File: src/rtl/sleep_pkg.sv
package sleep_pkg;
  typedef enum logic [1:0] {
    ST_AWAKE   = 2'd0,
    ST_ASLEEP  = 2'd1,
    ST_RECOVER = 2'd2
  } sleep_state_e;
endpackage

File: src/rtl/sleep_sync.sv
module sleep_sync #(
  parameter int unsigned WIDTH  = 2,
  parameter int unsigned STAGES = 2,
  parameter logic [WIDTH-1:0] RST_VAL = '0
) (
  input  logic             clk_i,
  input  logic             rst_ni,
  input  logic [WIDTH-1:0] d_i,
  output logic [WIDTH-1:0] q_o
);
  logic [WIDTH-1:0] stage_q [STAGES];

  for (genvar s = 0; s < STAGES; s++) begin : g_stage
    always_ff @(posedge clk_i or negedge rst_ni) begin
      if (!rst_ni) stage_q[s] <= RST_VAL;
      else if (s == 0) stage_q[s] <= d_i;
      else stage_q[s] <= stage_q[(s == 0) ? 0 : s-1];
    end
  end

  assign q_o = stage_q[STAGES-1];
endmodule

File: src/rtl/sleep_arm.sv
module sleep_arm (
  input  logic clk_i,
  input  logic rst_ni,
  input  logic enable_i,
  input  logic set_i,
  input  logic cancel_i,
  input  logic clear_i,
  output logic armed_o
);
  logic armed_q;

  // a strobe outranks a same-cycle clock edge: that edge ended the opcode
  always_ff @(posedge clk_i or negedge rst_ni) begin
    if (!rst_ni)                 armed_q <= 1'b0;
    else if (clear_i || !enable_i) armed_q <= 1'b0;
    else if (set_i)              armed_q <= 1'b1;
    else if (cancel_i)           armed_q <= 1'b0;
  end

  assign armed_o = armed_q;
endmodule

File: src/rtl/sleep_rec_timer.sv
module sleep_rec_timer #(
  parameter int unsigned REC_CYCLES = 100000,
  localparam int unsigned CNT_W = (REC_CYCLES < 2) ? 1 : $clog2(REC_CYCLES)
) (
  input  logic clk_i,
  input  logic rst_ni,
  input  logic start_i,
  input  logic run_i,
  output logic done_o
);
  localparam logic [CNT_W-1:0] LOAD_VAL = CNT_W'(REC_CYCLES - 1);

  logic [CNT_W-1:0] cnt_q;

  always_ff @(posedge clk_i or negedge rst_ni) begin
    if (!rst_ni)                      cnt_q <= '0;
    else if (start_i)                 cnt_q <= LOAD_VAL;
    else if (run_i && cnt_q != '0)    cnt_q <= cnt_q - 1'b1;
  end

  assign done_o = (cnt_q == '0);
endmodule

File: src/rtl/sleep_ctrl.sv
module sleep_ctrl
  import sleep_pkg::*;
#(
  parameter int unsigned CLK_MHZ    = 250,
  parameter int unsigned REC_US     = 400,
  parameter int unsigned REC_CYCLES = CLK_MHZ * REC_US
) (
  input  logic clk_i,
  input  logic rst_ni,
  input  logic cs_ni,
  input  logic sck_i,
  input  logic sleep_op_i,
  input  logic so_oe_i,
  output logic sleep_o,
  output logic ready_o,
  output logic wake_o,
  output logic proto_err_o,
  output logic so_oe_o
);
  logic [1:0] pin_s;
  logic cs_s, sck_s, cs_q, sck_q;
  logic cs_rise, cs_fall, sck_rise;
  logic armed, rec_done, rec_start;
  logic wake_q, err_q;
  sleep_state_e state_q, state_d;

  sleep_sync #(.WIDTH(2), .STAGES(2), .RST_VAL(2'b01)) u_sync (
    .clk_i (clk_i),
    .rst_ni(rst_ni),
    .d_i   ({sck_i, cs_ni}),
    .q_o   (pin_s)
  );
  assign cs_s  = pin_s[0];
  assign sck_s = pin_s[1];

  always_ff @(posedge clk_i or negedge rst_ni) begin
    if (!rst_ni) begin
      cs_q  <= 1'b1;
      sck_q <= 1'b0;
    end else begin
      cs_q  <= cs_s;
      sck_q <= sck_s;
    end
  end

  assign cs_rise  = cs_s & ~cs_q;
  assign cs_fall  = ~cs_s & cs_q;
  assign sck_rise = sck_s & ~sck_q;

  sleep_arm u_arm (
    .clk_i   (clk_i),
    .rst_ni  (rst_ni),
    .enable_i(state_q == ST_AWAKE && !cs_s),
    .set_i   (sleep_op_i),
    .cancel_i(sck_rise),
    .clear_i (cs_rise),
    .armed_o (armed)
  );

  assign rec_start = (state_q == ST_ASLEEP) && cs_fall;

  sleep_rec_timer #(.REC_CYCLES(REC_CYCLES)) u_timer (
    .clk_i  (clk_i),
    .rst_ni (rst_ni),
    .start_i(rec_start),
    .run_i  (state_q == ST_RECOVER),
    .done_o (rec_done)
  );

  always_comb begin
    state_d = state_q;
    unique case (state_q)
      ST_AWAKE:   if (armed && cs_rise && !sck_rise) state_d = ST_ASLEEP;
      ST_ASLEEP:  if (cs_fall) state_d = ST_RECOVER;
      ST_RECOVER: if (rec_done) state_d = ST_AWAKE;
      default:    state_d = ST_AWAKE;
    endcase
  end

  always_ff @(posedge clk_i or negedge rst_ni) begin
    if (!rst_ni) begin
      state_q <= ST_AWAKE;
      wake_q  <= 1'b0;
      err_q   <= 1'b0;
    end else begin
      state_q <= state_d;
      wake_q  <= (state_q == ST_RECOVER) && rec_done;
      // fall inside the window: flag it, do not restart
      err_q   <= (state_q == ST_RECOVER) && cs_fall && !rec_done;
    end
  end

  assign sleep_o     = (state_q == ST_ASLEEP);
  assign ready_o     = (state_q == ST_AWAKE);
  assign wake_o      = wake_q;
  assign proto_err_o = err_q;
  assign so_oe_o     = so_oe_i & ready_o;
endmodule

File: config.mk
export PLATFORM = sky130hd
export DESIGN_NAME = sleep_ctrl
export DESIGN_NICKNAME = d
export VERILOG_FILES = /design/src/rtl/sleep_pkg.sv /design/src/rtl/sleep_sync.sv /design/src/rtl/sleep_arm.sv /design/src/rtl/sleep_rec_timer.sv /design/src/rtl/sleep_ctrl.sv
export SDC_FILE = /design/constraint.sdc
export NUM_CORES = 1
export LEC_CHECK = 0
export BUFFER_PORTS_ARGS = -buffer_cell sky130_fd_sc_hd__buf_2
export CORE_MARGIN = 3
export CORE_UTILIZATION = 44
export DETAILED_ROUTE_END_ITERATION = 6
export GPL_TIMING_DRIVEN = 0
export PLACE_DENSITY = 0.59
export SYNTH_ARGS = -nofsm -noshare
export SYNTH_HDL_FRONTEND = slang
export SYNTH_SLANG_ARGS = --single-unit
export TNS_END_PERCENT = 1
File: constraint.sdc
create_clock -name clk_i -period 2.4 [get_ports clk_i]
set_clock_uncertainty 0.1 [all_clocks]
set_input_delay 0.24 -clock clk_i [delete_from_list [all_inputs] [get_ports clk_i]]
set_output_delay 0.24 -clock clk_i [all_outputs]
set_load 0.005 [all_outputs]
==> results by group, run 1 <==
Detailed routing
  • Final ANT Viol Nets: 0
  • Routed WL per cell: 14.93 um
  • Via/cell ratio: 5.698
  • Vias: 1094
  • Routed Wire Length: 2.867 mm
  • DRT iter0 DRCs: 49
  • Residual DRC: 0
  • Pre-Repair DR Iteration Count: 4

STA
  • Worst relative slew slack: 59.53%
  • RSZ-0062 raised after global routing: no
  • Final Setup Violations: 0
  • Hold_ws: 50.98 ps
  • Fin Setup TNS: 0 ps
  • Fmax: 0.4571 GHz
  • Slew @ Worst Pin: 607.1 ps
  • Final hold viol count: 0
  • Final period utilization: 91.15%
  • Tmin final: 2188 ps
  • Final Slew Violations: 0

Cells and area
  • Area growth syn-to-layout: 11.55%
  • Share of cells above drive strength 1: 16.67%
  • Reg area: 704.4 sq um
  • Nets: 158
  • Total of fill cells in the finished design: 274
  • Multi-input gate area: 628.1 sq um
  • Antenna fix cells: 0
  • Non-filler cells, final: 192

Synth
  • Post-synth top area cell: dfrtp_1
  • Top cells by count, synth: 25 x dfrtp_1, 10 x nor2_1, 8 x a21oi_1, 8 x o21ai_0
  • Post-synthesis async set-or-reset flop share: 100.0%
  • Post-synth EDFFs: 0
  • Count leader, synth: dfrtp_1
  • Synth top area share: 45.45%
  • Post-Syn Area: 0.001376 sq mm
  • Synth Warn #: 0
  • Sequential area share after synthesis: 51.18%
  • Synthesized area per cell: 10.35 sq um
  • Combinational family with the most area after synthesis: simple AND/OR/NAND/NOR gates
  • Most area-consuming cells after synthesis: dfrtp_1 45%, dfstp_2 5.7%, a21oi_1 2.9%
  • Syn_nets: 140
  • Primary FF master, synth: dfrtp_1
  • Post-Syn Instances: 133
  • Adder-Cell Fraction of Synth Area: 0.9091%
  • Post-synthesis mux area share: 2.182%
  • Post-Synth XOR/XNOR Area: 0%
  • Area share of and/or/nand/nor cells after synthesis: 30.73%
  • Count of cell types in the netlist: 43
  • Synth Area in Compound Gates: 11.82%
  • Yosys reg bits: 28

Clock tree
  • H-tree depth: 1
  • CTS tree: yes
  • Clock-pin slew of the registers on the worst-case setup and hold paths: 150 ps
  • CTS resizes: 0
  • Clock latency on the worst-skew pair: 330 ps
  • Clock Sink Count: 28
  • CTS Buffer Depth: 2
  • CTS Root Cell: clkbuf_4
  • CTS Buf Count: 3

Floorplan
  • Initial core utilization: 47.85%
  • Core Region: 0.002877 sq mm
  • Die Wd: 61.93 um
  • Rows: 19
  • Die Area: 0.003835 sq mm
  • Chip Height: 61.93 um
  • # IOs: 11

Worst setup path
  • CP Cell Sequence: inv_1, ha_1, nor4b_2, and4_1, buf_2, nor3_1, or3b_1
  • CP startpoint kind: flip-flop
  • Worst Path Required: 2530 ps
  • CP endpoint kind: flip-flop
  • CP max stage delay: 430 ps
  • Crit-path slowest cell: dfrtp_1
  • Worst Path Max Fanout: 9
  • R2R setup slack: 210 ps
  • Type of the worst setup path: flip-flop to flip-flop
  • Arrival time at the worst endpoint: 2310 ps

Power
  • Clock power frac: 13.6%
  • Switching power: 0.5733 mW
  • Sequential Power Share: 54.7%
  • PD cells: 953.9 mW/mm^2
  • Combinational power share: 31.6%
  • Final Total Pwr: 1.464 mW
  • Pleak: 0.6220 nW
  • Switch share: 39.15%
  • Peak VDD IR: 0.5160 mV
  • Int Power: 0.8910 mW

Placement
  • Port buffer count: 10
  • DP HPWL: 2.054 mm
  • Cells after DPL: 185
  • RePlAce Congestion: 0.8759

GRT
  • GRT Residual Overflow: 0
  • Largest net degree at the start of global routing: 29
  • Total track usage: 17.62%
  • Number of global-route vias before repair: 1095
  • Initial antenna violation count: 0
  • First-pass GRT wire length: 4.961 mm

Status
  • Status: completed

Job
  • Max-cap violations: 0

Min path
  • Hold WC Path Type: input port to flip-flop
## layout by cell type, fill, tap and decap left out, types with 3 or more instances in the layout
| master | count |
|---|---|
| dfstp_2 | 3 |
| buf_2 | 12 |
| o21ai_0 | 8 |
| nand2_1 | 6 |
| dlygate4sd3_1 | 3 |
| inv_1 | 6 |
| nand2b_1 | 4 |
| nor2_1 | 10 |
| nor4_1 | 5 |
| clkbuf_4 | 3 |
| nor3_1 | 4 |
| a21oi_1 | 8 |
| clkbuf_1 | 4 |
| nand4_1 | 6 |
| dfrtp_1 | 25 |
| nand3_1 | 4 |
| mux2i_1 | 3 |
## final timing paths
path	from	endpoint	depth (start not counted)
min in group asynchronous	rst_ni	u_arm.armed_o	2
max reg2reg	u_timer.cnt_q[0]	u_timer.cnt_q[10]	7
max in group asynchronous	rst_ni	u_timer.cnt_q[7]	2
min reg2reg	u_sync.stage_q[2]	u_sync.q_o[0]	0
min	sleep_op_i	u_arm.armed_o	3
max	u_timer.cnt_q[0]	u_timer.cnt_q[10]	7
## power by group through the flow
stage | Sequential, mW | Clock, mW | Combinational (mW)
after global routing | 0.828 | 0.228 | 0.533
after detailed placement | 0.809 | 0 | 0.457
after floorplan | 0.768 | 0 | 0.349
after CTS | 0.797 | 0.206 | 0.467
after global placement | 0.799 | 0 | 0.435
final | 0.801 | 0.200 | 0.463
## through the flow
step / cell area, sq um / util, % / worst slack (ps)
floorplan: 1376 / - / 483.6
global route: 1535 / 53.37 / 45.11
global placement: 1479 / 51.41 / 304.7
finish: 1535 / 53.37 / 212.5
detailed placement: 1479 / 51.41 / 241.4
CTS: 1535 / 53.37 / 194.3
## critical path, delay by kind of cell, from the launching register on
family,cells,cell delay [ps]
adders and majority gates,1,210
buffers and inverters,2,290
and+or+nand+nor,4,1050
DFF,1,430
## kinds of logic after synthesis
family	count (synthesis)
buffers and inverters	11
multiplexers	3
AND/OR/NAND/NOR	63
flip-flops	28
AO/OA/AOI/OAI	27
adder cells (fa/ha/maj)	1
## final cells by class
type                       count  share of cell area [%]
inverter                       6                   1.467
tap                           42                   3.423
timing repair buffer          13                   5.216
clock buffer                   4                   1.711
buffer                         5                   1.385
sequential                    28                   45.88
multi-input combinational     94                   40.91
## timing repair
action                    in CTS  in global routing
hold endpoints to repair      27                  0
setup buffers                  0                  0
hold buffers                   3                  0
## layer usage
layer	global-route usage [%]	share of wire (%)
met1	23.44	49
met2	29.30	47
met3	3.719	2.7
met4	4.545	1.5
met5	0	0
## sequential cells by signal, summed over array words and instances, names as in the netlist
name	cells
cs_q	1
proto_err_o	1
sck_q	1
state_q	2
u_arm.armed_o	1
u_sync.q_o	2
u_sync.stage_q	2
u_timer.cnt_q	17
wake_o	1
Power figures use the tool's default switching activity.
==> run 2: changes to the inputs <==
CORE_UTILIZATION = 25   (was 44)
PLACE_DENSITY = 0.37   (was 0.59)
==> run 2 against run 1 <==
Critical path type unchanged. Register-to-register slack about the same. Combinational power about the same. Final area up 5.5%. Power up 13%. Routed wire length up 9.0%. Non-clock buffer count unchanged. Clock power up 94%. Fmax about the same. Critical path depth unchanged. Final cell count up 15%. Die area up 68%. Setup slack worse by 0.55 ps.
==> results by group, run 2 (same netlist as run 1, synthesis figures left out) <==
Power
  • Sequential Power Share: 48.5% (-6.2 points)
  • Int Power: 1.049 mW (+18%)
  • PD cells: 1019 mW/mm^2 (+6.9%)
  • Clock power frac: 23.5% (+9.9 points)
  • Combinational power share: 28.0% (-3.6 points)
  • Pleak: 0.6438 nW (+3.5%)
  • Switch share: 36.47% (-2.7 points)
  • Peak VDD IR: 0.3525 mV (-32%)
  • Switching power: 0.6023 mW (+5.1%)

Worst setup path
  • WP depth: 7 (unchanged)
  • Type of the worst setup path: flip-flop to flip-flop
  • CP endpoint: u_timer.cnt_q[10]
  • CP Launch Point: u_timer.cnt_q[0]
  • Top delay family on crit path: simple AND/OR/NAND/NOR gates
  • CP endpoint kind: flip-flop
  • Worst Path Required: 2470 ps (-60 ps)
  • Cells on worst reg2reg path: 7 (unchanged)
  • CP max stage delay: 420 ps (about the same)
  • Worst R2R End: u_timer.cnt_q[10]
  • WP buf/inv: 2 (unchanged)
  • Worst Path Max Fanout: 9 (unchanged)
  • R2R setup slack: 210 ps (about the same)
  • Crit-path slowest cell: dfrtp_1
  • CP startpoint kind: flip-flop
  • Arrival time at the worst endpoint: 2260 ps (-50 ps)
  • CP Cell Sequence: inv_1, ha_1, nor4b_2, and4_1, buf_2, nor3_1, or3b_1
  • Start of the worst register-to-register path: u_timer.cnt_q[0]

Min path
  • Hold WC Path Type: input port to flip-flop
  • WHS Path Cells: 3 (unchanged)

Cells and area
  • Share of cells above drive strength 1: 18.00% (+1.3 points)
  • Most frequent cells in the layout: 25 x dfrtp_1, 12 x buf_2, 10 x nor2_1, 8 x o21ai_0, 8 x a21oi_1
  • Commonest non-fill, non-tap cell in the layout: dfrtp_1
  • Top reg by flops: u_timer.cnt_q
  • Antenna fix cells: 0 (unchanged)
  • Nets: 158 (unchanged)
  • Area growth syn-to-layout: 17.73%
  • Layout Utilization: 31.13% (-22 points)
  • Largest register FFs: 17 (unchanged)

Clock tree
  • Clock-pin slew of the registers on the worst-case setup and hold paths: 100 ps (-50 ps)
  • CTS Buf Count: 3 (unchanged)
  • H-tree depth: 1 (unchanged)
  • Clock latency on the worst-skew pair: 280 ps (-50 ps)
  • Clock Sink Count: 28 (unchanged)
  • CTS tree: yes
  • Post-CTS setup buffer count: 0 (unchanged)
  • CTS Buffer Depth: 2 (unchanged)
  • CTS Root Cell: clkbuf_8

STA
  • RSZ-0062 raised after global routing: no
  • Final Setup Violations: 0 (unchanged)
  • Final Slew Violations: 0 (unchanged)
  • Worst relative slew slack: 57.11% (-2.4 points)
  • Slew @ Worst Pin: 643.4 ps (+36.25 ps)
  • Fin Setup TNS: 0 ps (unchanged)
  • Tmin final: 2188 ps (+0.5490 ps)
  • Fmax: 0.4570 GHz (about the same)
  • Final period utilization: 91.17% (about the same)
  • Final hold viol count: 0 (unchanged)

Floorplan
  • Rows: 26 (+7)
  • # IOs: 11 (unchanged)
  • Die Wd: 80.20 um (+29%)
  • Die Area: 0.006431 sq mm (+68%)
  • Initial core utilization: 26.44% (-21 points)
  • Core Region: 0.005205 sq mm (+81%)
  • Chip Height: 80.20 um (+29%)

GRT
  • First-pass GRT wire length: 5.271 mm (+6.2%)
  • Initial antenna violation count: 0 (unchanged)
  • Number of global-route vias before repair: 1053 (-3.8%)
  • GRT Residual Overflow: 0 (unchanged)
  • Total track usage: 10.81% (-6.8 points)
  • Largest net degree at the start of global routing: 29 (unchanged)

Placement
  • RePlAce Congestion: 0.7344 (-16%)
  • Port buffer count: 10 (unchanged)
  • DP HPWL: 2.223 mm (+8.3%)

Detailed routing
  • Residual DRC: 0 (unchanged)
  • DRT iter0 DRCs: 86 (+76%)
  • Vias: 1108 (+1.3%)
  • Pre-Repair DR Iteration Count: 4 (unchanged)
  • Via/cell ratio: 5.036 (-12%)
  • Final ANT Viol Nets: 0 (unchanged)
  • Routed Wire Length: 3.124 mm (+9.0%)
  • Routed WL per cell: 14.20 um (-4.9%)

Job
  • Max-cap violations: 0 (unchanged)

Status
  • Status: completed
[run 2: worst min-delay path, stage by stage]
cell       delay (ps)
buf_2              90
inv_1              40
a2111oi_0          80
[run 2: repair_timing]
action	CTS	global route
hold buffers	3	0
hold endpoints to repair	27	0
endpoints found under the setup margin	0	1
gates resized for setup	0	1
[run 2: stage by stage]
| step | instance area [sq um] | hold slack (ps) | std cells | power, mW | setup WS (ps) |
|---|---|---|---|---|---|
| 6_report | 1620 | 104.5 | 220 | 1.652 | 211.9 |
| 2_1_floorplan | 1376 | -155.6 | 133 | 1.117 | 483.6 |
| 3_3_place_gp | 1514 | 207.4 | 213 | 1.257 | 207.1 |
| 3_5_place_dp | 1514 | 207.4 | 213 | 1.268 | 245.7 |
| 5_1_grt | 1620 | 105.3 | 220 | 1.777 | 46.26 |
| 4_1_cts | 1615 | 93.22 | 220 | 1.672 | 200.8 |
[run 2: metal layers]
layer / global-route usage (%) / vias to the layer above / wire length, um
met2: 16.64 / 20 / 1418
met4: 5.236 / 0 / 75
met5: 0 / - / 0
met3: 2.130 / 6 / 93
li1: - / 534 / -
met1: 14.38 / 548 / 1536
[run 2: final cells by class]
| type | count | area (sq um) |
|---|---|---|
| Timing Repair Buffer | 13 | 80.08 |
| Inverter | 6 | 22.52 |
| Fill cell | 544 | 3585 |
| Sequential cell | 28 | 704.4 |
| Clock buffer | 3 | 41.29 |
| Buffer | 5 | 21.27 |
| Clock inverter | 1 | 30.03 |
| Multi-Input combinational cell | 94 | 633.1 |
| Tap cell | 70 | 87.58 |
[run 2: power by group through the flow]
stage	clock, mW	combinational, mW	sequential, mW
global placement	0	0.452	0.805
floorplan	0	0.349	0.768
detailed placement	0	0.459	0.810
global route	0.416	0.533	0.829
finish	0.388	0.463	0.800
CTS	0.405	0.468	0.800
[run 2: worst min path at each step]
stage | start | end | slack (ps)
floorplan | rst_ni | proto_err_o | -160
global placement | rst_ni | u_timer.cnt_q[1] | 210
detailed placement | rst_ni | state_q[1] | 210
CTS | sleep_op_i | u_arm.armed_o | 90
global route | sleep_op_i | u_arm.armed_o | 110
finish | sleep_op_i | u_arm.armed_o | 100
==> run 3: changes to the inputs <==
BUFFER_PORTS_ARGS = default   (was -buffer_cell sky130_fd_sc_hd__buf_2)
CORE_UTILIZATION = 35   (was 25)
DONT_BUFFER_PORTS = 1   (was default)
PLACE_DENSITY = 0.46   (was 0.37)
==> run 3 against run 2 <==
Critical path depth down 2. Register-to-register slack lost 30 ps. Global-route usage is 3.2 points higher. Clock-buffer cell count grew 1. Largest cell class unchanged.
==> results by group, run 3 (same netlist as run 1, synthesis figures left out) <==
Power
  • Sequential Power Share: 52.4% (+3.9 points)
  • Switch share: 37.12% (+0.65 points)
  • Int Power: 0.9604 mW (-8.5%)
  • Combinational power share: 28.4% (+0.4 points)
  • Peak VDD IR: 0.4485 mV (+27%)
  • Clock power frac: 19.1% (-4.4 points)
  • Pleak: 0.6016 nW (-6.6%)
  • PD cells: 990.8 mW/mm^2 (-2.8%)
  • Switching power: 0.5669 mW (-5.9%)

STA
  • Final period utilization: 92.57% (+1.4 points)
  • Fin Setup TNS: 0 ps (unchanged)
  • Fmax: 0.4501 GHz (-1.5%)
  • Worst relative slew slack: 59.14% (+2.0 points)
  • Tmin final: 2222 ps (+33.62 ps)
  • Final Setup Violations: 0 (unchanged)
  • Final hold viol count: 0 (unchanged)
  • Final Slew Violations: 0 (unchanged)
  • Slack of the critical path: 178.3 ps (-33.62 ps)
  • RSZ-0062 raised after global routing: no
  • Slew @ Worst Pin: 608.2 ps (-35.13 ps)

Worst setup path
  • Arrival time at the worst endpoint: 2320 ps (+60 ps)
  • CP startpoint kind: flip-flop
  • CP endpoint kind: flip-flop
  • Worst R2R End: u_timer.cnt_q[11]
  • R2R setup slack: 180 ps (-30 ps)
  • Start of the worst register-to-register path: state_q[0]
  • Type of the worst setup path: flip-flop to flip-flop
  • Worst Path Required: 2500 ps (+30 ps)
  • Worst Path Max Fanout: 10 (+1)
  • Cells on worst reg2reg path: 5 (-2)

Clock tree
  • CTS Root Cell: clkbuf_8
  • CTS tree: yes
  • H-tree depth: 1 (unchanged)
  • CTS Buffer Depth: 2 (unchanged)
  • CTS resizes: 0 (unchanged)
  • Clock latency on the worst-skew pair: 270 ps (about the same)
  • Hold-fix buffers, CTS: 4 (+1)
  • Clock-pin slew of the registers on the worst-case setup and hold paths: 90 ps (about the same)
  • Clock Sink Count: 28 (unchanged)
  • CTS Buf Count: 3 (unchanged)
  • Post-CTS setup buffer count: 0 (unchanged)

Floorplan
  • # IOs: 11 (unchanged)
  • Chip Height: 68.71 um (-14%)
  • Initial core utilization: 37.04% (+11 points)
  • Core Region: 0.003716 sq mm (-29%)
  • Die Area: 0.004721 sq mm (-27%)
  • Rows: 22 (-15%)
  • Die Wd: 68.71 um (-14%)

GRT
  • Number of global-route vias before repair: 998 (-5.2%)
  • Initial antenna violation count: 0 (unchanged)
  • First-pass GRT wire length: 4.885 mm (-7.3%)
  • GRT Residual Overflow: 0 (unchanged)
  • Largest net degree at the start of global routing: 29 (unchanged)
  • Total track usage: 13.96% (+3.2 points)

Detailed routing
  • Pre-Repair DR Iteration Count: 4 (unchanged)
  • DRT iter0 DRCs: 126 (+47%)
  • Final ANT Viol Nets: 0 (unchanged)
  • Residual DRC: 0 (unchanged)
  • Via/cell ratio: 5.646 (+12%)
  • Vias: 1067 (-3.7%)
  • Routed Wire Length: 2.779 mm (-11%)
  • Routed WL per cell: 14.70 um (+3.5%)

Placement
  • Setup WS pre-CTS: 246.7 ps (+0.9800 ps)
  • Port buffer count: 0 (-10)
  • DP HPWL: 1.960 mm (-12%)
  • RePlAce Congestion: 0.7644 (+4.1%)

Cells and area
  • Share of cells above drive strength 1: 12.06% (-5.9 points)
  • Top reg by flops: u_timer.cnt_q
  • Nets: 149 (-5.7%)
  • Layout Utilization: 41.48% (+10 points)
  • Largest register FFs: 17 (unchanged)
  • Most frequent cells in the layout: 25 x dfrtp_1, 10 x nor2_1, 8 x o21ai_0, 8 x a21oi_1
  • Antenna fix cells: 0 (unchanged)
  • Commonest non-fill, non-tap cell in the layout: dfrtp_1
  • Area growth syn-to-layout: 12.00%

Min path
  • Hold Path End: u_arm.armed_o
  • Hold WC Path Type: input port to flip-flop
  • Hold path start: sleep_op_i
  • WHS Path Cells: 2 (-1)

Status
  • Status: completed

Job
  • Max-cap violations: 0 (unchanged)
==> run 3: cell count changes in the layout (fill, tap and decap cells not counted) <==
cell       change
bufinv_16      -1
nor3b_1        +1
buf_12         +1
clkbuf_8       +1
nor3b_2        -1
buf_2         -10
==> run 3: critical path, stage by stage, from the launching register on <==
cell and delay (ps):
dfrtp_1 370, clkbuf_1 220, nor4b_2 500, nand4_1 290, or4b_1 520, a21oi_1 150
==> run 3: layer usage <==
layer / track usage, % / vias up / share of wire [%]
li1: - / 520 / -
met1: 19.72 / 524 / 51
met2: 21.33 / 21 / 43
met3: 3.404 / 2 / 4.7
met4: 3.650 / 0 / 0.68
met5: 0 / - / 0
==> run 3: metrics by stage <==
| stage | instances | total power, mW | area, sq um | hold slack, ps |
|---|---|---|---|---|
| 2_1_floorplan | 133 | 1.117 | 1376 | -155.6 |
| 3_3_place_gp | 181 | 1.216 | 1436 | -154.9 |
| 3_5_place_dp | 181 | 1.226 | 1436 | -154.9 |
| 4_1_cts | 189 | 1.547 | 1541 | 25.46 |
| 5_1_grt | 189 | 1.657 | 1541 | 30.28 |
| 6_report | 189 | 1.527 | 1541 | 17.63 |
==> run 3: worst max-delay path by stage <==
stage	from	end	slack (ps)	cells past startpoint
6_report	state_q[0]	u_timer.cnt_q[11]	180	5
4_1_cts	state_q[0]	u_timer.cnt_q[11]	220	5
5_1_grt	u_timer.cnt_q[0]	u_timer.cnt_q[10]	50	7
2_1_floorplan	u_timer.cnt_q[5]	u_timer.cnt_q[3]	480	4
3_3_place_gp	u_timer.cnt_q[0]	u_timer.cnt_q[10]	270	7
3_5_place_dp	state_q[0]	u_timer.cnt_q[13]	250	5
==> run 3: area by class of cell <==
class / instances / area [sq um]
plain buffers: 5 / 21.27
fillers: 363 / 2175
clock buffers: 4 / 55.05
inverters: 6 / 22.52
multi-input cells: 94 / 628.1
well taps: 48 / 60.06
repair buffers: 4 / 50.05
flip-flops and latches: 28 / 704.4
==> run 3: power groups by stage <==
| stage | Sequential [mW] | Combinational [mW] | Clock [mW] |
|---|---|---|---|
| CTS | 0.800 | 0.438 | 0.310 |
| global route | 0.826 | 0.505 | 0.326 |
| finish | 0.801 | 0.434 | 0.292 |
| floorplan | 0.768 | 0.349 | 0 |
| detailed placement | 0.806 | 0.420 | 0 |
| global placement | 0.806 | 0.411 | 0 |
